$ cat src/rtl/cwseq_pkg.sv
package cwseq_pkg;

    typedef enum logic [1:0] {
        JM_NONE   = 2'b00,
        JM_ALWAYS = 2'b01,
        JM_IFSET  = 2'b10,
        JM_IFCLR  = 2'b11
    } jmode_e;

    typedef enum logic {
        ST_RUN  = 1'b0,
        ST_HOLD = 1'b1
    } seq_state_e;

    typedef enum logic [1:0] {
        PC_STEP   = 2'b00,
        PC_VEC    = 2'b01,
        PC_RESUME = 2'b10,
        PC_KEEP   = 2'b11
    } pc_sel_e;

endpackage

$ cat src/rtl/cwseq_word.sv
module cwseq_word #(
    parameter int CW_W = 26,
    parameter int PIPE = 1
) (
    input  logic            clk,
    input  logic            rst_n,
    input  logic [CW_W-1:0] cmem_word,
    input  logic            status_in,
    input  logic            take_word,
    output logic [CW_W-1:0] ex_word,
    output logic            st_use
);

    generate
        if (PIPE != 0) begin : g_piped
            logic [CW_W-1:0] cw_q;
            logic            st_q;

            always_ff @(posedge clk or negedge rst_n) begin
                if (!rst_n) begin
                    cw_q <= '0;
                    st_q <= 1'b0;
                end else begin
                    cw_q <= take_word ? cmem_word : '0;
                    st_q <= status_in;
                end
            end

            assign ex_word = cw_q;
            assign st_use  = st_q;
        end else begin : g_direct
            assign ex_word = take_word ? cmem_word : '0;
            assign st_use  = status_in;
        end
    endgenerate

endmodule

$ cat src/rtl/cwseq_agen.sv
module cwseq_agen
    import cwseq_pkg::*;
#(
    parameter int AW      = 6,
    parameter int PIPE    = 1,
    parameter int IRQ_VEC = 48
) (
    input  logic          clk,
    input  logic          rst_n,
    input  pc_sel_e       sel,
    input  jmode_e        ex_jm,
    input  logic          ex_js,
    input  logic [AW-1:0] ex_tgt,
    input  logic [AW-1:0] ret_addr,
    input  logic          st_use,
    output logic [AW-1:0] pc,
    output logic          taken,
    output logic [AW-1:0] ra
);

    localparam logic [AW-1:0] VEC = IRQ_VEC[AW-1:0];

    logic [AW-1:0] pc_q;
    logic [AW-1:0] pc_inc;
    logic [AW-1:0] dest;
    logic [AW-1:0] pc_d;

    assign pc_inc = pc_q + AW'(1);
    assign dest   = ex_js ? ret_addr : ex_tgt;

    always_comb begin
        unique case (ex_jm)
            JM_NONE:   taken = 1'b0;
            JM_ALWAYS: taken = 1'b1;
            JM_IFSET:  taken = st_use;
            JM_IFCLR:  taken = !st_use;
        endcase
    end

    always_comb begin
        if (taken)          ra = dest;
        else if (PIPE != 0) ra = pc_q;
        else                ra = pc_inc;
    end

    always_comb begin
        unique case (sel)
            PC_STEP:   pc_d = taken ? dest : pc_inc;
            PC_VEC:    pc_d = VEC;
            PC_RESUME: pc_d = ra;
            PC_KEEP:   pc_d = pc_q;
        endcase
    end

    always_ff @(posedge clk or negedge rst_n) begin
        if (!rst_n) pc_q <= '0;
        else        pc_q <= pc_d;
    end

    assign pc = pc_q;

endmodule

$ cat src/rtl/cwseq_fsm.sv
module cwseq_fsm
    import cwseq_pkg::*;
#(
    parameter int AW   = 6,
    parameter int PIPE = 1
) (
    input  logic          clk,
    input  logic          rst_n,
    input  logic          ex_eob,
    input  logic          stall_req,
    input  logic          irq_req,
    input  logic [AW-1:0] pc,
    input  logic [AW-1:0] ra,
    output pc_sel_e       sel,
    output logic          take_word,
    output logic          hold,
    output logic          irq_ack,
    output logic [AW-1:0] resume_addr
);

    seq_state_e    state_q, state_d;
    logic          fetch;
    logic          ack_d;
    logic [AW-1:0] res_d;
    logic          ack_q;
    logic [AW-1:0] res_q;

    always_ff @(posedge clk or negedge rst_n) begin
        if (!rst_n) begin
            state_q <= ST_RUN;
            ack_q   <= 1'b0;
            res_q   <= '0;
        end else begin
            state_q <= state_d;
            ack_q   <= ack_d;
            res_q   <= res_d;
        end
    end

    always_comb begin
        state_d = state_q;
        sel     = PC_STEP;
        fetch   = 1'b0;
        ack_d   = 1'b0;
        res_d   = res_q;
        unique case (state_q)
            ST_RUN: begin
                if (ex_eob && irq_req) begin
                    sel   = PC_VEC;
                    ack_d = 1'b1;
                    res_d = ra;
                end else if (ex_eob && stall_req) begin
                    sel     = PC_RESUME;
                    state_d = ST_HOLD;
                end else begin
                    sel   = PC_STEP;
                    fetch = 1'b1;
                end
            end
            ST_HOLD: begin
                if (irq_req) begin
                    sel     = PC_VEC;
                    ack_d   = 1'b1;
                    res_d   = pc;
                    state_d = ST_RUN;
                end else if (stall_req) begin
                    sel = PC_KEEP;
                end else begin
                    sel     = PC_KEEP;
                    state_d = ST_RUN;
                end
            end
        endcase
    end

    assign take_word   = (PIPE != 0) ? fetch : (state_q == ST_RUN);
    assign hold        = (state_q == ST_HOLD);
    assign irq_ack     = ack_q;
    assign resume_addr = res_q;


    hold_entry_chk: assert property (@(posedge clk) disable iff (!rst_n)
        $rose(state_q == ST_HOLD) |-> $past(ex_eob));

endmodule

$ cat src/rtl/ctlword_sequencer.sv
module ctlword_sequencer
    import cwseq_pkg::*;
#(
    parameter int AW      = 6,
    parameter int DP_W    = 8,
    parameter int K_W     = 8,
    parameter int PIPE    = 1,
    parameter int IRQ_VEC = 48
) (
    input  logic                     clk,
    input  logic                     rst_n,
    output logic [AW-1:0]            cmem_addr,
    input  logic [AW+4+K_W+DP_W-1:0] cmem_word,
    input  logic                     status_in,
    input  logic [AW-1:0]            ret_addr,
    input  logic                     stall_req,
    input  logic                     irq_req,
    output logic [DP_W-1:0]          dp_ctrl,
    output logic [K_W-1:0]           konst,
    output logic                     irq_ack,
    output logic [AW-1:0]            resume_addr
);

    localparam int CW_W  = AW + 4 + K_W + DP_W;
    localparam int EOB_B = AW;
    localparam int JS_B  = AW + 1;
    localparam int JM_LO = AW + 2;
    localparam int K_LO  = AW + 4;
    localparam int DP_LO = AW + 4 + K_W;

    logic [CW_W-1:0] ex_word;
    logic            st_use;
    logic            take_word;
    logic            ex_eob;
    logic            ex_js;
    jmode_e          ex_jm;
    logic [AW-1:0]   ex_tgt;
    pc_sel_e         sel;
    logic            taken;
    logic [AW-1:0]   ra;
    logic [AW-1:0]   pc;
    logic            hold;

    assign ex_tgt = ex_word[AW-1:0];
    assign ex_eob = ex_word[EOB_B];
    assign ex_js  = ex_word[JS_B];
    assign ex_jm  = jmode_e'(ex_word[JM_LO +: 2]);

    cwseq_word #(.CW_W(CW_W), .PIPE(PIPE)) u_word (
        .clk       (clk),
        .rst_n     (rst_n),
        .cmem_word (cmem_word),
        .status_in (status_in),
        .take_word (take_word),
        .ex_word   (ex_word),
        .st_use    (st_use)
    );

    cwseq_agen #(.AW(AW), .PIPE(PIPE), .IRQ_VEC(IRQ_VEC)) u_agen (
        .clk      (clk),
        .rst_n    (rst_n),
        .sel      (sel),
        .ex_jm    (ex_jm),
        .ex_js    (ex_js),
        .ex_tgt   (ex_tgt),
        .ret_addr (ret_addr),
        .st_use   (st_use),
        .pc       (pc),
        .taken    (taken),
        .ra       (ra)
    );

    cwseq_fsm #(.AW(AW), .PIPE(PIPE)) u_fsm (
        .clk         (clk),
        .rst_n       (rst_n),
        .ex_eob      (ex_eob),
        .stall_req   (stall_req),
        .irq_req     (irq_req),
        .pc          (pc),
        .ra          (ra),
        .sel         (sel),
        .take_word   (take_word),
        .hold        (hold),
        .irq_ack     (irq_ack),
        .resume_addr (resume_addr)
    );

    assign cmem_addr = pc;
    assign konst     = ex_word[K_LO +: K_W];
    assign dp_ctrl   = ex_word[DP_LO +: DP_W];


    step_chk: assert property (@(posedge clk) disable iff (!rst_n)
        (!hold && ex_jm == JM_NONE && !ex_eob) |=> cmem_addr == $past(cmem_addr) + AW'(1));


    jump_always_chk: assert property (@(posedge clk) disable iff (!rst_n)
        (!hold && ex_jm == JM_ALWAYS && !ex_js && !ex_eob) |=> cmem_addr == $past(ex_tgt));


    hold_idle_chk: assert property (@(posedge clk) disable iff (!rst_n)
        hold |-> (dp_ctrl == '0 && konst == '0));


    hold_frozen_chk: assert property (@(posedge clk) disable iff (!rst_n)
        (hold && stall_req && !irq_req) |=> $stable(cmem_addr));


    irq_vec_chk: assert property (@(posedge clk) disable iff (!rst_n)
        irq_ack |-> cmem_addr == AW'(IRQ_VEC));

endmodule

$ cat config.mk
export PLATFORM = sky130hd
export DESIGN_NAME = ctlword_sequencer
export DESIGN_NICKNAME = d
export VERILOG_FILES = /design/src/rtl/cwseq_pkg.sv /design/src/rtl/cwseq_word.sv /design/src/rtl/cwseq_agen.sv /design/src/rtl/cwseq_fsm.sv /design/src/rtl/ctlword_sequencer.sv
export SDC_FILE = /design/constraint.sdc
export NUM_CORES = 1
export LEC_CHECK = 0
export BUFFER_PORTS_ARGS = -buffer_cell sky130_fd_sc_hd__buf_2
export CAP_MARGIN = 20
export CORE_MARGIN = 3
export CORE_UTILIZATION = 45
export DETAILED_ROUTE_END_ITERATION = 8
export GPL_TIMING_DRIVEN = 0
export PLACE_DENSITY_LB_ADDON = 0.25
export SETUP_SLACK_MARGIN = 0.02
export SLEW_MARGIN = 25
export SYNTH_ARGS = -nofsm -noshare
export SYNTH_HDL_FRONTEND = slang
export SYNTH_SLANG_ARGS = --single-unit
$ cat constraint.sdc
create_clock -name clk -period 1.5 [get_ports clk]
set_input_delay 0.3 -clock clk [delete_from_list [all_inputs] [get_ports clk]]
set_output_delay 0.3 -clock clk [all_outputs]
set_load 0.02 [all_outputs]
==> run_results.csv <==
group,metric,value,unit
global_routing,globalRouteTotalUtil,17.84,%
placement,portBuffers,65,
logic_synthesis,synth_ff_type,"dfrtp_1",
logic_synthesis,synth_nets,206,
critical_path,critPathKind,"reg2reg",
placement,place_area,0.002357,mm²
final_layout,diodes,0,
min_path,min_path_type,"in2async",
clocking,cts.sinks,41,
routing,drt-initial-drc-count,111,
global_routing,grt_max_degree,42,
sta,hold_violations,0,
sta,grt_setup_unrepaired,"true",
critical_path,crit_path_end_kind,"flop",
clocking,clkSlewWorstSetupHoldPaths,0.08,ns
logic_synthesis,syn_inst,168,
routing,via_count,1540,
final_layout,final_common_cell,"buf_2",
sta,final_critical_path_setup_slack,-0.02287,ns
sta,fin_skew,0.01026,ns
critical_path,arrival,1.71,ns
power_and_ir_drop,power,3.400,mW
power_and_ir_drop,leakage,1.298,nW
clocking,cts-root-buf,"clkbuf_8",
die,coreArea,0.004115,mm²
logic_synthesis,ys_seq_area_share,52.10,%
critical_path,slowest_delay,0.40,ns
critical_path,crit_fanout,9,
job,cap_violations,0,
die,die_w,72.16,µm
final_layout,area_growth_syn_to_layout,33.04,%
clocking,h-tree-depth,2,
routing,viasPerCell,5.133,
logic_synthesis,ys_top_cells_by_area,"dfrtp_1, and2_1, buf_4",
clocking,numCtsBuffers,5,
global_routing,grt_first_pass_wirelength,7120,µm
clocking,clk-insertion-delay-late,0.29,ns
global_routing,antenna_found_initial,0,
final_layout,stdcell_area,0.002620,mm²
logic_synthesis,synth_edf_count,0,
critical_path,path_cells,"buf_8, nand4bb_4, o31ai_4, a31oi_1, o211a_1",
critical_path,cp_top_family,"compound AO/OA/AOI/OAI gates",
placement,hpwlAfterDp,3036,µm
global_routing,grt_pass1_vias,1515,
placement,gp_congestion,0.8670,
sta,slew_viol_final,0,
logic_synthesis,ys_types,48,
sta,fmax,656.7,MHz
routing,drc,0,
clocking,clockBufferDepth,2,
sta,fin_crit_sh,101.5,%
routing,routed_wl,4361,µm
die,initial_core_util,47.86,%
power_and_ir_drop,power_density,1298,mW/mm²
logic_synthesis,netlist_area,0.001969,mm²
logic_synthesis,synth_top_area_share,52.10,%
die,rows,23,
die,io_pins,66,
routing,dr.pass1.iters,4,
critical_path,required,1.69,ns
critical_path,cp-start-kind,"flop",
logic_synthesis,synthArstFlopShare,100.0,%
logic_synthesis,synth-warning-count,0,
final_layout,final_nets,287,
critical_path,cp.buffers_inverters,1,
sta,setup_viol,1,
critical_path,cp_slowest_cell,"dfrtp_1",
sta,worstMarginPinSlew,0.8786,ns
power_and_ir_drop,peakVddDrop,0.6457,mV
sta,finalWorstPathRequiredPeriod,1.523,ns
logic_synthesis,ys_ff_latch,41,
die,dieArea,0.005206,mm²
run_status,status,"finished with violations",
logic_synthesis,syn_avg_cell_area,11.72,µm²
routing,wl_per_cell,14.54,µm
routing,ant_nets,0,
final_layout,final_cell_mix,"buf_2, dfrtp_1, buf_4, and2_1",
global_routing,grt_overflow_total,0,
run_status,failed_checks,"negative setup slack",
clocking,cts_tree,"built",
die,die_y,72.16,µm
final_layout,drive_above_1_share,50.00,%
logic_synthesis,yosys.area.top_type,"dfrtp_1",
sta,slew_headroom,41.43,%
## worst paths after layout
check | start | to | slack, ns | depth (start not counted)
max | u_fsm.hold | u_agen.pc[4] | -0.02 | 5
min | rst_n | u_word.ex_word[20] | 0.12 | 1
max reg2reg | u_fsm.hold | u_agen.pc[4] | -0.02 | 5
min reg2reg | u_fsm.resume_addr[0] | u_fsm.resume_addr[0] | 0.49 | 2
max in group asynchronous | rst_n | u_word.ex_word[6] | 0.75 | 1
min in group clk | status_in | u_word.st_use | 0.12 | 1
## flip-flops by register name, summed over array words and instances, names as in the netlist
register and cells:
u_fsm.irq_ack 1, u_word.ex_word 26, u_fsm.hold 1, u_agen.pc 6, u_word.st_use 1, u_fsm.resume_addr 6
## worst register-to-register path: stages (launching register included)
cell	delay (ns)
dfrtp_1	0.40
buf_8	0.16
nand4bb_4	0.28
o31ai_4	0.29
a31oi_1	0.09
o211a_1	0.22
## Yosys cell counts (all sizes together), types with 3 or more instances
library cell / number
a221o: 3
and2: 26
buf: 23
dfrtp: 41
inv: 3
mux2: 3
mux2i: 6
nand2: 6
nand3: 6
nor2: 8
nor3b: 4
o21ai: 4
o31ai: 3
## area by class of cell
| class | count | area, µm² |
|---|---|---|
| Timing Repair Buffer | 75 | 404.1 |
| Clock inverter | 1 | 30.03 |
| Fill cell | 345 | 1495 |
| Multi-Input combinational cell | 99 | 804.5 |
| Sequential cell | 41 | 1028 |
| Buffer | 24 | 192.7 |
| Inverter | 3 | 11.26 |
| Tap cell | 50 | 62.56 |
| Clock buffer | 7 | 86.33 |
## stage by stage
stage                     setup TNS [ns]  setup WS [ns]  std cells  utilization [%]  hold slack [ns]
after floorplan                        0        0.04196        168                -         0.004409
after global placement          -0.07216       -0.03983        283            57.28           0.4103
after detailed placement         -0.2584       -0.04917        283            57.28           0.4093
after CTS                       -0.02156       -0.01338        292            61.05           0.1094
after global routing             -0.3500       -0.06364        300            63.67           0.1075
final                           -0.02287       -0.02287        300            63.67           0.1202
## what timing repair did
item                       CTS  global route
setup endpoints to repair   24            32
buffers inserted             2             8
gates resized for setup      6            13
hold buffers                 0             0
pin swaps                    3             8
## cells by family after synthesis
group,synth area share (%)
mux,4.765
fa+ha+maj,0.6352
compound gates,11.50
buf+inv,10.17
xor+xnor,0.4448
flops,52.10
simple gates,20.40
## metal layers
metal	track usage (%)	up-vias	share of wire, %
met1	21.56	734	41
met3	4.986	13	6.7
met4	10.23	0	3.2
li1	-	727	-
met2	28.51	66	50
met5	0	-	0
## where the power goes
group / internal (mW) / switching (mW) / total (mW)
clock: 0.543 / 0.370 / 0.912
sequential: 1.28 / 0.157 / 1.43
combinational: 0.492 / 0.561 / 1.05
(Power assumes the default switching activity.)
